$ cat config.mk
export PLATFORM = sky130hd
export DESIGN_NAME = cpu_clk_ctrl
export DESIGN_NICKNAME = d
export VERILOG_FILES = /design/src/rtl/cclk_pkg.sv /design/src/rtl/cclk_ctrl.sv /design/src/rtl/cclk_dp.sv /design/src/rtl/cpu_clk_ctrl.sv
export SDC_FILE = /design/constraint.sdc
export NUM_CORES = 1
export LEC_CHECK = 0
export ABC_AREA = 1
export BUFFER_PORTS_ARGS = -buffer_cell sky130_fd_sc_hd__buf_2
export CORE_MARGIN = 3
export CORE_UTILIZATION = 45
export CTS_BUF_LIST = sky130_fd_sc_hd__clkbuf_2
export DETAILED_ROUTE_END_ITERATION = 10
export PLACE_DENSITY_LB_ADDON = 0.2
export SYNTH_ARGS = -nofsm -noshare
export SYNTH_HDL_FRONTEND = slang
export SYNTH_HIERARCHICAL = 1
export SYNTH_SLANG_ARGS = --single-unit
$ cat constraint.sdc
create_clock -name clk -period 1.3 [get_ports clk]
set_clock_uncertainty 0.1 [all_clocks]
set_input_delay 0.065 -clock clk [delete_from_list [all_inputs] [get_ports clk]]
set_output_delay 0.065 -clock clk [all_outputs]
set_load 0.02 [all_outputs]
$ cat src/rtl/cclk_pkg.sv
package cclk_pkg;
  parameter int DIV_LOG_MAX = 4;
  localparam int CNT_W = DIV_LOG_MAX;
  localparam int EXP_W = $clog2(DIV_LOG_MAX + 1);
  localparam int DIV_W = DIV_LOG_MAX + 1;
  localparam logic [EXP_W-1:0] RESET_EXP = EXP_W'(3);

  typedef enum logic [1:0] {
    SRC_MAIN = 2'd0,
    SRC_LOW  = 2'd1,
    SRC_HIGH = 2'd2
  } src_e;

  typedef struct packed {
    logic             doSwitch;
    src_e             curSrc;
    logic [EXP_W-1:0] reqExp;
  } ctrl_t;
endpackage

$ cat src/rtl/cclk_ctrl.sv
module cclk_ctrl
  import cclk_pkg::*;
(
  input  logic       clk,
  input  logic       rst,
  input  logic       srcSel,
  input  logic       mainStop,
  input  logic       pinEn,
  input  logic       lowOscOff,
  input  logic       highOscEn,
  input  logic       highOscSel,
  input  logic [1:0] divField,
  input  logic       div8Ovr,
  input  logic       mainStable,
  input  logic       lowStable,
  input  logic       highStable,
  output ctrl_t      strobes,
  output logic       cfgErr
);
  src_e activeSrc;
  src_e reqSrc;
  logic reqValid;
  logic reqStable;
  logic [EXP_W-1:0] reqExp;
  logic badMain;

  always_comb begin
    reqSrc   = activeSrc;
    reqValid = 1'b0;
    if (!srcSel) begin
      reqSrc   = SRC_MAIN;
      reqValid = !mainStop && pinEn;
    end else if (highOscSel && highOscEn) begin
      reqSrc   = SRC_HIGH;
      reqValid = 1'b1;
    end else if (!highOscSel && !lowOscOff) begin
      reqSrc   = SRC_LOW;
      reqValid = 1'b1;
    end
  end

  always_comb begin
    case (reqSrc)
      SRC_MAIN: reqStable = mainStable;
      SRC_LOW:  reqStable = lowStable;
      SRC_HIGH: reqStable = highStable;
      default:  reqStable = 1'b0;
    endcase
  end

  always_comb begin
    if (div8Ovr) reqExp = EXP_W'(3);
    else begin
      case (divField)
        2'b00:   reqExp = EXP_W'(0);
        2'b01:   reqExp = EXP_W'(1);
        2'b10:   reqExp = EXP_W'(2);
        default: reqExp = EXP_W'(DIV_LOG_MAX);
      endcase
    end
  end

  assign badMain = !srcSel && (mainStop || !pinEn);

  always_ff @(posedge clk) begin
    if (rst) begin
      activeSrc <= SRC_LOW;
      cfgErr    <= 1'b0;
    end else begin
      if (strobes.doSwitch) activeSrc <= reqSrc;
      cfgErr <= badMain;
    end
  end

  assign strobes.doSwitch = reqValid && (reqSrc != activeSrc) && reqStable;
  assign strobes.curSrc   = activeSrc;
  assign strobes.reqExp   = reqExp;
endmodule

$ cat src/rtl/cclk_dp.sv
module cclk_dp
  import cclk_pkg::*;
(
  input  logic             clk,
  input  logic             rst,
  input  ctrl_t            strobes,
  input  logic             mainTick,
  input  logic             lowTick,
  input  logic             highTick,
  output logic             cpuClkEn,
  output logic [DIV_W-1:0] activeDiv
);
  logic [CNT_W-1:0] cnt;
  logic [EXP_W-1:0] curExp;
  logic [CNT_W:0]   fullDiv;
  logic [CNT_W-1:0] periodMax;
  logic             srcTick;
  logic             periodEnd;

  always_comb begin
    case (strobes.curSrc)
      SRC_MAIN: srcTick = mainTick;
      SRC_LOW:  srcTick = lowTick;
      SRC_HIGH: srcTick = highTick;
      default:  srcTick = 1'b0;
    endcase
  end

  assign fullDiv   = (CNT_W+1)'(1) << curExp;
  assign periodMax = CNT_W'(fullDiv - (CNT_W+1)'(1));
  assign periodEnd = srcTick && (cnt == periodMax);

  always_ff @(posedge clk) begin
    if (rst) begin
      cnt    <= '0;
      curExp <= RESET_EXP;
    end else if (strobes.doSwitch) begin
      cnt    <= '0;
      curExp <= strobes.reqExp;
    end else if (periodEnd) begin
      cnt    <= '0;
      curExp <= strobes.reqExp;
    end else if (srcTick) begin
      cnt    <= cnt + CNT_W'(1);
    end
  end

  assign cpuClkEn  = periodEnd && !rst;
  assign activeDiv = DIV_W'(fullDiv);
endmodule

$ cat src/rtl/cpu_clk_ctrl.sv
module cpu_clk_ctrl
  import cclk_pkg::*;
(
  input  logic             clk,
  input  logic             rst,
  input  logic             mainTick,
  input  logic             lowTick,
  input  logic             highTick,
  input  logic             mainStable,
  input  logic             lowStable,
  input  logic             highStable,
  input  logic             srcSel,
  input  logic             mainStop,
  input  logic             pinEn,
  input  logic             lowOscOff,
  input  logic             highOscEn,
  input  logic             highOscSel,
  input  logic [1:0]       divField,
  input  logic             div8Ovr,
  output logic             cpuClkEn,
  output logic [1:0]       activeSrc,
  output logic [DIV_W-1:0] activeDiv,
  output logic             cfgErr
);
  ctrl_t strobes;

  cclk_ctrl ctrl_i (
    .clk(clk), .rst(rst), .srcSel(srcSel), .mainStop(mainStop), .pinEn(pinEn),
    .lowOscOff(lowOscOff), .highOscEn(highOscEn), .highOscSel(highOscSel),
    .divField(divField), .div8Ovr(div8Ovr), .mainStable(mainStable),
    .lowStable(lowStable), .highStable(highStable), .strobes(strobes),
    .cfgErr(cfgErr)
  );

  cclk_dp dp_i (
    .clk(clk), .rst(rst), .strobes(strobes), .mainTick(mainTick),
    .lowTick(lowTick), .highTick(highTick), .cpuClkEn(cpuClkEn),
    .activeDiv(activeDiv)
  );

  assign activeSrc = strobes.curSrc;
endmodule

==> metrics.txt <==
initial DRC count 33; crit path kind flop to primary output; Worst EP required 1.13 ns; first-pass GRT wire length 3350 um; r2r endpoint dp_i/cnt[1]; Hold Path Class input pin to flop; layout cells sized above 1 59.1%; largest stage delay on the critical path 0.38 ns; register area 215 um2; max_cap viols 0; routed vias/inst roughly 5.2; Fin. Hold Viols 0; Post-synth EDFFs 0; clk root buf clkbuf_2; drt first pass iters 4; Max clock buf depth 2; CTS Sinks 10; period utilization 116%; sw power 421 uW; Logic pwr share 49.5%; port bufs 25; critical-path cell list nor2_4 -> nand2_2 -> nand2_2 -> nand2_2 -> nor2_4 -> nand2_4 -> nor2_4 -> buf_6; RSZ-0062 raised after global routing yes; Slew HR about three quarters; Layout area overhead 65.5%; Int Pwr 626 uW; DR WL/cell about 12 um; worst-path maximum fanout 4; remaining global-route overflow 0; Crit path buffers/inverters 1; r2r worst-path depth 9; status complete, but fails checks; Async SR Flop Fraction 0%; critical path capture point type primary output; mapped cell area 793 um2; CP Data Arrival Time 1.34 ns; PwrDens 798 nW/um2; Tmin final 1.51 ns; Syn Nets 148; Worst R2R Start ctrl_i/activeSrc[0]; Net count, final ~200; top-level port count 26; num rows 14; worst setup margin -0.207 ns; Clock Latency Late Sink 0.24 ns; Yosys top cell area share 25.2%; CP max stage cell dfxtp_4; Num CTS Buffers 3; Synth cell types 18; Reg power frac 35.1%; Post-DP HPWL about 1600 um; Leak around 0.00073 uW; Ys Warns 6; sw frac 40.2%; Startpoint Class flop; mean post-synth cell area 6.10 um2; Setup Viol. Count Final 11; flop-to-flop setup slack -0.21 ns; Worst Hold Launch div8Ovr; initial antenna violation count 0; vias post-DR 1018; dominant cells by area after synthesis dfxtp_1, nand2_1, inv_1; placed cell count 183; Antenna Nets Post-Route 0; Post-synth top cells nand2_1, inv_1, nand3_1, dfxtp_1, nor2_1; Initial Utilization between 50% and 60%; final hold slack between 0.02 and 0.03 ns; Die Width 48.0 um; sequential-to-total area share from yosys stat between 20% and 30%; dominant cell type by area after synthesis dfxtp_1; vias in the first global route 872; clock network power share approximately 15%; Synth Flop Type dfxtp_1; # fillers 106; H-tree depth 1; n_diodes 0; #FFs+latches synth 10; Syn Inst Count 130; Final GP Congestion 0.755; largest net degree at the start of global routing 7; routed wire length 2440 um; power after layout roughly 1000 uW; VDD IR max 473 uV; Slew @ Worst Pin 0.379 ns; Critical Path Source dp_i/curExp[1]; critical path's top delay family simple AND/OR/NAND/NOR gates; CTS tree built; non-filler cells, final 197; DRC 0; pre-CTS setup slack -0.113 ns; Setup crit end cpuClkEn; die height roughly 48 um; most common cell in the netlist nand2_1; die area ~2300 um2; GRT Overall Usage 20.5%; Levels on crit path 8; register clock-pin slew on the reported worst setup and hold paths 0.10 ns; core box area 1580 um2; FMAX 663 MHz; Max Slew Vio Count 0; failing checks negative setup slack; area of the multi-input gates 611 um2; final setup TNS -1.67 ns
==> cells by family after synthesis <==
group           synth area share (%)
simple gates                    52.8
buf+inv                         12.3
compound gates                  6.94
flops                           25.2
xor+xnor                        1.10
fa+ha+maj                       1.58
==> cell type report <==
cell class	instances	share of cell area (%)
Multi-Input combinational cell	94	46.5
Inverter	26	8.58
Timing Repair Buffer	48	25.8
Sequential cell	10	16.4
Tap cell	16	1.53
Clock buffer	3	1.14
==> sequential cells by signal (all words and copies together), names as in the netlist <==
| register | count |
|---|---|
| dp_i/curExp | 3 |
| ctrl_i/cfgErr | 1 |
| dp_i/cnt | 4 |
| ctrl_i/activeSrc | 2 |
==> repair_timing <==
action | in CTS | in global routing
gates resized for setup | 19 | 30
endpoints found under the setup margin | 12 | 14
hold buffers | 1 | 0
pin swaps | 2 | 6
setup buffers | 5 | 6
hold endpoints to repair | 1 | 0
==> placed cells by master (no fill, tap or decap), types with 6 or more instances in the layout <==
| cell | netlist | routed |
|---|---|---|
| buf_2 | 0 | 20 |
| buf_4 | 0 | 20 |
| buf_6 | 0 | 7 |
| dfxtp_1 | 10 | 6 |
| inv_1 | 24 | 17 |
| nand2_1 | 32 | 22 |
| nand2_2 | 8 | 15 |
| nand3_1 | 11 | 10 |
| nor2_1 | 9 | 6 |
| nor2_2 | 8 | 7 |
==> worst register-to-register path, stage by stage, from the launching register on <==
cell	delay (ns)
dfxtp_4	0.40
nor2_4	0.05
nor2_2	0.15
nand3b_1	0.17
nand2_2	0.10
nand2_4	0.08
inv_4	0.05
inv_8	0.07
nand3_4	0.11
a21oi_2	0.15
==> power by group through the flow <==
stage | clock [uW] | combinational [uW] | sequential (uW)
after floorplan | 0 | 237 | 377
after global placement | 0 | 376 | 368
after detailed placement | 0 | 391 | 369
after CTS | 166 | 431 | 366
after global routing | 186 | 565 | 371
final | 161 | 518 | 368
==> per-stage QoR <==
stage | area [um2] | util, %
global placement | 1060 | 67.1
global route | 1310 | 83.3
detailed placement | 1060 | 67.1
finish | 1310 | 83.3
floorplan | 822 | -
CTS | 1180 | 75.2
==> routing by layer <==
| metal | GRT usage [%] | wire length (um) | vias to the layer above |
|---|---|---|---|
| met5 | 0 | 0 | - |
| met1 | 20.5 | 856 | 467 |
| met4 | 6.45 | 79 | 0 |
| met2 | 42.5 | 1390 | 39 |
| met3 | 2.26 | 114 | 8 |
| li1 | - | - | 504 |
==> worst min path at each step <==
| stage | to | cells after the start |
|---|---|---|
| floorplan | ctrl_i/cfgErr | 1 |
| global placement | ctrl_i/cfgErr | 2 |
| detailed placement | ctrl_i/cfgErr | 2 |
| CTS | dp_i/curExp[2] | 4 |
| global route | dp_i/curExp[2] | 4 |
| finish | dp_i/curExp[2] | 4 |
(Power assumes the default switching activity.)
